### src/rtl/dsb_pkg.sv
package dsb_pkg;
  typedef enum logic [1:0] {
    ST_IDLE   = 2'd0,
    ST_COMMIT = 2'd1,
    ST_SAVE   = 2'd2
  } dsbState_t;

  // Strobes from control to datapath
  typedef struct packed {
    logic insertEn;    // write the selected source into the buffer
    logic useRestore;  // source is the restore port, else the store port
    logic clearAll;    // drop every entry (end of commit or save)
  } dsbStrobe_t;
endpackage

### src/rtl/dsb_datapath.sv
module dsb_datapath
  import dsb_pkg::*;
#(
  parameter int ADDR_W = 16,
  parameter int DATA_W = 32,
  parameter int DEPTH  = 4,
  localparam int BE_W  = DATA_W / 8,
  localparam int CNT_W = $clog2(DEPTH + 1)
) (
  input  logic              clk,
  input  logic              rstN,
  input  dsbStrobe_t        strobe,
  input  logic [CNT_W-1:0]  rdIdx,
  input  logic [ADDR_W-1:0] stAddr,
  input  logic [DATA_W-1:0] stData,
  input  logic [BE_W-1:0]   stBe,
  input  logic [ADDR_W-1:0] rstrAddr,
  input  logic [DATA_W-1:0] rstrData,
  input  logic [BE_W-1:0]   rstrBe,
  input  logic [ADDR_W-1:0] ldAddr,
  output logic              ldHit,
  output logic [DATA_W-1:0] ldData,
  output logic [BE_W-1:0]   ldBe,
  output logic [ADDR_W-1:0] rdAddr,
  output logic [DATA_W-1:0] rdData,
  output logic [BE_W-1:0]   rdBe,
  output logic [CNT_W-1:0]  count,
  output logic              matchAny,
  output logic              full
);
  logic [ADDR_W-1:0] entAddr [DEPTH];
  logic [DATA_W-1:0] entData [DEPTH];
  logic [BE_W-1:0]   entBe   [DEPTH];

  logic [ADDR_W-1:0] inAddr;
  logic [DATA_W-1:0] inData;
  logic [BE_W-1:0]   inBe;
  logic [DATA_W-1:0] inMask;
  logic [DEPTH-1:0]  matchVec;
  logic [DEPTH-1:0]  entValid;

  assign inAddr = strobe.useRestore ? rstrAddr : stAddr;
  assign inData = strobe.useRestore ? rstrData : stData;
  assign inBe   = strobe.useRestore ? rstrBe   : stBe;
  assign full   = (count == CNT_W'(DEPTH));
  assign matchAny = |matchVec;

  // Expand byte enables to a bit mask
  genvar gb;
  generate
    for (gb = 0; gb < BE_W; gb++) begin : g_mask
      assign inMask[gb*8 +: 8] = {8{inBe[gb]}};
    end
  endgenerate

  genvar ge;
  generate
    for (ge = 0; ge < DEPTH; ge++) begin : g_ent
      assign entValid[ge] = (CNT_W'(ge) < count);
      assign matchVec[ge] = entValid[ge] && (entAddr[ge] == inAddr);

      always_ff @(posedge clk) begin
        if (!rstN) begin
          entAddr[ge] <= '0;
          entData[ge] <= '0;
          entBe[ge]   <= '0;
        end else if (strobe.insertEn && !strobe.clearAll) begin
          if (matchVec[ge]) begin
            entData[ge] <= (entData[ge] & ~inMask) | (inData & inMask);
            entBe[ge]   <= entBe[ge] | inBe;
          end else if (!matchAny && !full && (CNT_W'(ge) == count)) begin
            entAddr[ge] <= inAddr;
            entData[ge] <= inData;
            entBe[ge]   <= inBe;
          end
        end
      end
    end
  endgenerate

  always_ff @(posedge clk) begin
    if (!rstN) begin
      count <= '0;
    end else if (strobe.clearAll) begin
      count <= '0;
    end else if (strobe.insertEn && !matchAny && !full) begin
      count <= count + 1'b1;
    end
  end

  // Load lookup: at most one entry per word, so the hits are OR'd together
  always_comb begin
    ldHit  = 1'b0;
    ldData = '0;
    ldBe   = '0;
    for (int i = 0; i < DEPTH; i++) begin
      if (entValid[i] && (entAddr[i] == ldAddr)) begin
        ldHit  = 1'b1;
        ldData = ldData | entData[i];
        ldBe   = ldBe | entBe[i];
      end
    end
  end

  always_comb begin
    rdAddr = '0;
    rdData = '0;
    rdBe   = '0;
    for (int i = 0; i < DEPTH; i++) begin
      if (CNT_W'(i) == rdIdx) begin
        rdAddr = entAddr[i];
        rdData = entData[i];
        rdBe   = entBe[i];
      end
    end
  end

  a_r6_trap_keeps_count: assert property (@(posedge clk) disable iff (!rstN)
    (strobe.insertEn && !strobe.clearAll && full && !matchAny) |=> (count == $past(count)));
  a_r4_merge_keeps_count: assert property (@(posedge clk) disable iff (!rstN)
    (strobe.insertEn && !strobe.clearAll && matchAny) |=> (count == $past(count)));
  a_r6_count_bound: assert property (@(posedge clk) disable iff (!rstN)
    count <= CNT_W'(DEPTH));
endmodule

### src/rtl/dsb_ctrl.sv
module dsb_ctrl
  import dsb_pkg::*;
#(
  parameter int DEPTH  = 4,
  localparam int CNT_W = $clog2(DEPTH + 1)
) (
  input  logic             clk,
  input  logic             rstN,
  input  logic             stValid,
  input  logic             rstrValid,
  input  logic             commitReq,
  input  logic             saveReq,
  input  logic [CNT_W-1:0] count,
  input  logic             matchAny,
  input  logic             full,
  output dsbStrobe_t       strobe,
  output logic [CNT_W-1:0] rdIdx,
  output logic             stReady,
  output logic             fullTrap,
  output logic             memWrValid,
  output logic             commitDone,
  output logic             saveValid,
  output logic             saveDone
);
  dsbState_t state;
  logic      idle;
  logic      drainEnd;

  assign idle     = (state == ST_IDLE);
  assign drainEnd = !idle && (rdIdx == count);
  assign stReady  = idle && !rstrValid;

  assign strobe.useRestore = rstrValid;
  assign strobe.insertEn   = idle && (rstrValid || stValid);
  assign strobe.clearAll   = drainEnd;

  assign fullTrap   = strobe.insertEn && !matchAny && full;
  assign memWrValid = (state == ST_COMMIT) && (rdIdx < count);
  assign saveValid  = (state == ST_SAVE) && (rdIdx < count);
  assign commitDone = (state == ST_COMMIT) && drainEnd;
  assign saveDone   = (state == ST_SAVE) && drainEnd;

  always_ff @(posedge clk) begin
    if (!rstN) begin
      state <= ST_IDLE;
      rdIdx <= '0;
    end else begin
      unique case (state)
        ST_IDLE: begin
          rdIdx <= '0;
          if (commitReq)    state <= ST_COMMIT;
          else if (saveReq) state <= ST_SAVE;
        end
        default: begin
          if (drainEnd) begin
            state <= ST_IDLE;
            rdIdx <= '0;
          end else begin
            rdIdx <= rdIdx + 1'b1;
          end
        end
      endcase
    end
  end

  a_r3_done_single: assert property (@(posedge clk) disable iff (!rstN)
    commitDone |=> !commitDone);
  a_r2_write_step: assert property (@(posedge clk) disable iff (!rstN)
    (memWrValid && $past(memWrValid)) |-> (rdIdx == $past(rdIdx) + 1'b1));
  a_r8_save_no_mem: assert property (@(posedge clk) disable iff (!rstN)
    saveValid |-> !memWrValid);
endmodule

### src/rtl/det_store_buf.sv
module det_store_buf
  import dsb_pkg::*;
#(
  parameter int ADDR_W = 16,
  parameter int DATA_W = 32,
  parameter int DEPTH  = 4,
  localparam int BE_W  = DATA_W / 8,
  localparam int CNT_W = $clog2(DEPTH + 1)
) (
  input  logic              clk,
  input  logic              rstN,
  input  logic              stValid,
  input  logic [ADDR_W-1:0] stAddr,
  input  logic [DATA_W-1:0] stData,
  input  logic [BE_W-1:0]   stBe,
  output logic              stReady,
  input  logic [ADDR_W-1:0] ldAddr,
  output logic              ldHit,
  output logic [DATA_W-1:0] ldData,
  output logic [BE_W-1:0]   ldBe,
  input  logic              commitReq,
  output logic              commitDone,
  output logic              memWrValid,
  output logic [ADDR_W-1:0] memWrAddr,
  output logic [DATA_W-1:0] memWrData,
  output logic [BE_W-1:0]   memWrBe,
  input  logic              saveReq,
  output logic              saveDone,
  output logic              saveValid,
  output logic [ADDR_W-1:0] saveAddr,
  output logic [DATA_W-1:0] saveData,
  output logic [BE_W-1:0]   saveBe,
  input  logic              rstrValid,
  input  logic [ADDR_W-1:0] rstrAddr,
  input  logic [DATA_W-1:0] rstrData,
  input  logic [BE_W-1:0]   rstrBe,
  output logic              fullTrap
);
  dsbStrobe_t        strobe;
  logic [CNT_W-1:0]  rdIdx;
  logic [CNT_W-1:0]  count;
  logic              matchAny;
  logic              full;
  logic [ADDR_W-1:0] rdAddr;
  logic [DATA_W-1:0] rdData;
  logic [BE_W-1:0]   rdBe;

  dsb_ctrl #(.DEPTH(DEPTH)) u_ctrl (
    .clk(clk), .rstN(rstN), .stValid(stValid), .rstrValid(rstrValid),
    .commitReq(commitReq), .saveReq(saveReq), .count(count),
    .matchAny(matchAny), .full(full), .strobe(strobe), .rdIdx(rdIdx),
    .stReady(stReady), .fullTrap(fullTrap), .memWrValid(memWrValid),
    .commitDone(commitDone), .saveValid(saveValid), .saveDone(saveDone)
  );

  dsb_datapath #(.ADDR_W(ADDR_W), .DATA_W(DATA_W), .DEPTH(DEPTH)) u_dp (
    .clk(clk), .rstN(rstN), .strobe(strobe), .rdIdx(rdIdx),
    .stAddr(stAddr), .stData(stData), .stBe(stBe),
    .rstrAddr(rstrAddr), .rstrData(rstrData), .rstrBe(rstrBe),
    .ldAddr(ldAddr), .ldHit(ldHit), .ldData(ldData), .ldBe(ldBe),
    .rdAddr(rdAddr), .rdData(rdData), .rdBe(rdBe),
    .count(count), .matchAny(matchAny), .full(full)
  );

  assign memWrAddr = rdAddr;
  assign memWrData = rdData;
  assign memWrBe   = rdBe;
  assign saveAddr  = rdAddr;
  assign saveData  = rdData;
  assign saveBe    = rdBe;

  a_r1_no_write_on_accept: assert property (@(posedge clk) disable iff (!rstN)
    (stValid && stReady) |-> !memWrValid);
  a_r3_empty_after_done: assert property (@(posedge clk) disable iff (!rstN)
    commitDone |=> (count == '0));
endmodule

### config.mk
export PLATFORM = sky130hd
export DESIGN_NAME = det_store_buf
export DESIGN_NICKNAME = d
export VERILOG_FILES = /design/src/rtl/dsb_pkg.sv /design/src/rtl/dsb_datapath.sv /design/src/rtl/dsb_ctrl.sv /design/src/rtl/det_store_buf.sv
export SDC_FILE = /design/constraint.sdc
export NUM_CORES = 1
export LEC_CHECK = 0
export BUFFER_PORTS_ARGS = -buffer_cell sky130_fd_sc_hd__buf_4
export CAP_MARGIN = 20
export CORE_UTILIZATION = 57
export CTS_CLUSTER_SIZE = 20
export DETAILED_ROUTE_END_ITERATION = 8
export GPL_TIMING_DRIVEN = 0
export HOLD_SLACK_MARGIN = 0.08
export PLACE_DENSITY_LB_ADDON = 0.1
export SETUP_SLACK_MARGIN = 0.1
export SLEW_MARGIN = 20
export SYNTH_ARGS = -nofsm -noshare
export SYNTH_HDL_FRONTEND = slang
export SYNTH_SLANG_ARGS = --single-unit
### constraint.sdc
create_clock -name clk -period 9.2 [get_ports clk]
set_input_delay 1.84 -clock clk [delete_from_list [all_inputs] [get_ports clk]]
set_output_delay 1.84 -clock clk [all_outputs]
set_load 0.05 [all_outputs]
Yosys cells after proc, flatten, opt, wreduce, memory -nomap -nowiden. Memories as Yosys holds them, arrays and structs flattened. Index checks and enable logic that the tools add are counted.

Add/subtract/negate cells: 2. $lt $le $gt $ge: 5. Equal/unequal tests: 19. Muxes and demuxes: 88. Bitwise operators: 41. Reduce and logical (&&, ||, !) cells: 38.

Operators by type and width (number): $mux 32 (17); $or 32x32->32 (7); $and 32x32->32 (5); $mux 16 (9); $eq 16x16->1 (8); $mux 4 (17); $mux 1 (41); $not 32->32 (1); $or 4x4->4 (7); $logic_and 1x1->1 (24); $or 1x1->1 (20); $eq 2x3->1 const A (4); $mux 2 (4); $add 3x1->3 const B (2); $eq 1x3->1 const A (2); $logic_not 3->1 (2); $lt 1x3->1 const A (2); $lt 2x3->1 const A (2); $logic_not 1->1 (5); $reduce_or 4->1 (1); $eq 3x3->1 (1); $eq 3x3->1 const B (1); $lt 3x3->1 (1); $ne 3x3->1 const B (1); 9 further kinds (9).

Flip-flop bits (word level): 8. Bits in writable memories: 208. Output and inout bits: 147. Memories kept: 3.

Memory list: u_dp.entData (words 4, bits a word 32, read ports 4, clocked after memory_dff 0, write ports 4, line dsb_datapath.sv:32) `logic [DATA_W-1:0] entData [DEPTH];`; u_dp.entAddr (words 4, bits a word 16, read ports 4, clocked after memory_dff 0, write ports 4, line dsb_datapath.sv:31) `logic [ADDR_W-1:0] entAddr [DEPTH];`; u_dp.entBe (words 4, bits a word 4, read ports 4, clocked after memory_dff 0, write ports 4, line dsb_datapath.sv:33) `logic [BE_W-1:0] entBe [DEPTH];`.

Depth between registers and ports, before layout.
Depth in word-level cells: 13. Mapped depth: 12. Gate-level depth less buffers: 8.

By module. From an unflattened synthesis, not the netlist that was laid out.

Cells, all modules: 1295. Area total of the unflattened synthesis: 14167.3 um^2.

Modules (own cells, without submodules): dsb_datapath (times used 1, cells each 1201, area an instance 13406.6 um^2, sequential area each 6306.0 um^2); det_store_buf (times used 1, cells each 52, area an instance 390.4 um^2, sequential area each 0.0 um^2); dsb_ctrl (times used 1, cells each 42, area an instance 370.4 um^2, sequential area each 100.1 um^2).

Worst setup path before layout. No wires, ideal clock.

Kind: input to register. Start: input port rstrValid. End: memory u_dp.entBe[0][0] (netlist name), enable pin. Library setup time: 0.555 ns. Arrival time: 7.253 ns. Data required time: 8.645 ns. Slack: 1.392 ns. Cell stages on the path: 8. Path through: buf_6 > buf_12 > mux2i_4 > xnor2_1 > a2111oi_0 > nand4_1 > o211ai_2 > o311ai_0.

RTL lines: from (decl) (line det_store_buf.sv:33) `input logic rstrValid,`; to (decl) (line dsb_datapath.sv:33).

Final worst setup path.
Start: input port ldAddr[13]. End: output port ldBe[2].

Cells in the longest elaborated chain, start to end: 9. Elaborated cells on any way between the ends: 15. Classes of those cells: 4 x eq/ne; 4 x mux; 3 x bitwise; 4 x reduce/logical.

Ends and longest elaborated chain: from (decl) (line det_store_buf.sv:17) `input logic [ADDR_W-1:0] ldAddr,`; $eq 16x16->1 (line dsb_datapath.sv:97) `if (entValid[i] && (entAddr[i] == ldAddr)) begin`; $logic_and 1x1->1 (line dsb_datapath.sv:97); $mux 4 (line dsb_datapath.sv:97); $or 4x4->4 (line dsb_datapath.sv:100) `ldBe = ldBe | entBe[i];`; $mux 4 (line dsb_datapath.sv:97); $or 4x4->4 (line dsb_datapath.sv:100); $mux 4 (line dsb_datapath.sv:97); $or 4x4->4 (line dsb_datapath.sv:100); $mux 4 * (line dsb_datapath.sv:97); to (decl) (line det_store_buf.sv:20) `output logic [BE_W-1:0] ldBe,`.

Every way passes the cells marked *; elsewhere a longest branch is shown, timed or not.

==> results.md <==
* Total I/O pin count at 273
* Setup tns final at 0 ns
* Starting DRT DRC Count at 1822
* Max-cap viol count at 0
* Avg Inst Size Synth at 9.977 µm²
* Critical Path End Type: output pin
* Clk_lat worst skew at 0.54 ns
* CTS tree: done
* Clock Skew at 0.02397 ns
* CTS Hold Bufs at 0
* NumNets Final at between 1500 and 2000
* Asr flop ratio synth at 0%
* Yosys top cell area share at around 44%
* Maximum VDD drop at 0.0001709 V
* Top_reg_cell synth: edfxtp_1
* Data required, critical path at 7.36 ns
* Final Hold Fails at 0
* Starting Density at 58.09%
* P_leak at 6.827 nW
* RD Place Congestion at 1.000
* Total Routed Length at 51220 µm
* Antenna fix cells at 0
* First-pass GRT wire length at 76390 µm
* CTS buffer count at 24
* Final Cycle Share at 75.29%
* Cell with the most instances after synthesis: edfxtp_1
* Resize count post-CTS at 0
* Vias at ~14000
* Syn Inst Count at 1416
* HPWL after DPL at between 30000 and 40000 µm
* Pwr/cell area at 222.5 mW/mm²
* H-Tree Level Count at 1
* GRT Overall Usage at between 30 and 40%
* Multiplexer share of the synthesized area at roughly 5.4%
* Fin crit period at just under 7 ns
* Post-synthesis simple-gate area fraction at 14.39%
* Total grt overflow at 0
* Initial antenna violation count at 0
* CP Launch Type: input pin
* Synth cell types at 63
* Core area at ~0.024 mm²
* Worst-Margin Slew at 1.129 ns
* FP Rows at 57
* Final-report max-slew violation count at 0
* Biggest area consumer among synthesized cells: edfxtp_1
* Avg WL per Cell at 24.76 µm
* Arrival time worst endpoint at 5.09 ns
* Main area contributors after synthesis: edfxtp_1 (44%), xnor2_1 (5.1%), o21ai_0 (4.7%)
* Vias per cell at roughly 6.6
* CTS root buf: clkbuf_16
* Die width at 159.4 µm
* Placed insts at 2026
* Clk pin slew, worst setup/hold paths at about 0.060 ns
* Number of global-route vias before repair at 12902
* DIE AREA at 0.02542 mm²
* Seq/Total Area, Yosys at 45.35%
* Xor/xnor share of the synthesized area at 7.998%
* Post-Synth Adder-Cell Area at 0.9742%
* ANT nets after route at 0
* Fraction of layout cells with a size suffix above 1 at 25.67%
* Max Freq at between 0.1 and 0.15 GHz
* Largest family of logic cells by synthesized area: compound AO/OA/AOI/OAI gates
* Post-CTS Setup Inserts at 0
* Synth warn at 0
* FF+latch count, synth at roughly 220
* Kind of critical path: input pin to output pin
* Setup-failing EPs final at 0
* CTS Buffer Depth at 3
* Top cells by count, synth: edfxtp_1 (208), nand2_1 (168), o21ai_0 (134), nor2_1 (125), xnor2_1 (82)
* Fin cells at 2069
* Post-Syn Nets at approximately 1600
* Post-synth EDFFs at approximately 210
* Synth-to-Final Area Change at 24.32%
* Synth Area in Compound Gates at 20.43%
* Drt drc at 0
* Clk sinks at between 200 and 250
* Synthesized area at about 0.014 mm²
* Slew headroom at 24.71%
* HP Class: flip-flop to flip-flop
* Die height at ~160 µm
* Buffers on Ports at about 270
* Final Util at 72.22%
* Initial DRT Pass Iterations at 6
* CP max FO at 10
* Status: completed
* Unrepaired setup endpoints after global routing: false
* Largest net degree at the start of global routing at 28
-- cell type report --
cell class / instances / area, µm²
Inverter: 9 / 33.78
Multi-Input combinational cell: 1060 / 7019
Buffer: 131 / 742.0
Timing Repair Buffer: 286 / 2188
Clock inverter: 14 / 138.9
Clock buffer: 29 / 629.4
Sequential cell: 216 / 6406
Tap cell: 324 / 405.4
Fill cell: 1876 / 6756
-- placed cells by master, fill, tap and decap left out, drive strengths merged, types with 3 or more instances in the layout --
master and n:
o2bb2ai 16, ha 11, xnor2 82, a21oi 56, xor2 47, nand2b 5
mux2i 53, o22ai 31, a2111oi 3, and2 3, o21ai 186, dfxtp 8
or3 4, nor2 126, a21boi 8, a22oi 74, nor4 43, nor3 25
a221o 52, edfxtp 208, nor2b 6, nand3 21, clkbuf 88, nand2 168
inv 10, nand4 12, clkinv 10, mux2 4, buf 358
-- report_power, final --
group	internal, mW	leakage [nW]	switching (mW)
Sequential	1.23	2.25	0.129
Combinational	0.534	4.21	1.05
Clock	0.546	0.371	0.420
Total	2.31	6.83	1.60
-- metrics by stage --
stage	power, mW	cell area (µm²)	worst slack [ns]	hold slack (ns)
6_report	3.908	17560	2.274	0.5318
5_1_grt	4.011	17560	2.233	0.5400
4_1_cts	3.869	17560	2.460	0.5250
3_5_place_dp	2.925	16790	2.475	0.5081
3_3_place_gp	2.889	16570	-2.023	0.4852
2_1_floorplan	2.415	14130	1.392	0.4633
-- registers in the layout, summed over array words and instances, names as in the netlist --
signal and cells:
u_dp.count 3, u_ctrl.state 2, u_dp.entAddr 64, u_dp.entData 128
u_ctrl.rdIdx 3, u_dp.entBe 16
-- kinds of logic (layout without fill, tap and decap cells) --
family                   count (synthesis)  after routing
AO/OA/AOI/OAI                          436            436
XOR/XNOR                               129            129
adder cells (fa/ha/maj)                 11             11
buffers and inverters                  140            469
flip-flops                             216            216
multiplexers                            57             57
AND/OR/NAND/NOR                        427            427
-- critical path: stages --
cell,delay [ns]
buf_4,0.14
xor2_1,0.14
nor4_1,0.49
nand3_1,0.15
nor4_2,0.84
buf_2,0.36
clkbuf_1,0.54
a22oi_1,0.18
nand2_1,0.18
buf_4,0.23
-- final timing paths --
path                               to  cells after the start          startpoint  slack (ns)
setup / recovery              ldBe[2]                     10          ldAddr[13]        2.27
setup reg to reg  u_dp.entData[2][25]                      8  u_dp.entAddr[3][3]        5.43
hold / removal        u_ctrl.rdIdx[0]                      1     u_ctrl.rdIdx[0]        0.53
hold reg to reg       u_ctrl.rdIdx[0]                      1     u_ctrl.rdIdx[0]        0.53
-- per-layer routing --
layer / routed length (µm) / global-route usage, % / vias up / share of wire [%]
met2: 22380 / 57.91 / 1128 / 44
met3: 7828 / 13.73 / 144 / 15
met5: 85 / 2.462 / - / 0.17
met4: 1646 / 13.29 / 2 / 3.2
met1: 19280 / 54.65 / 6477 / 38
li1: - / - / 5929 / -
No activity file was read; power rests on OpenSTA's default activity.
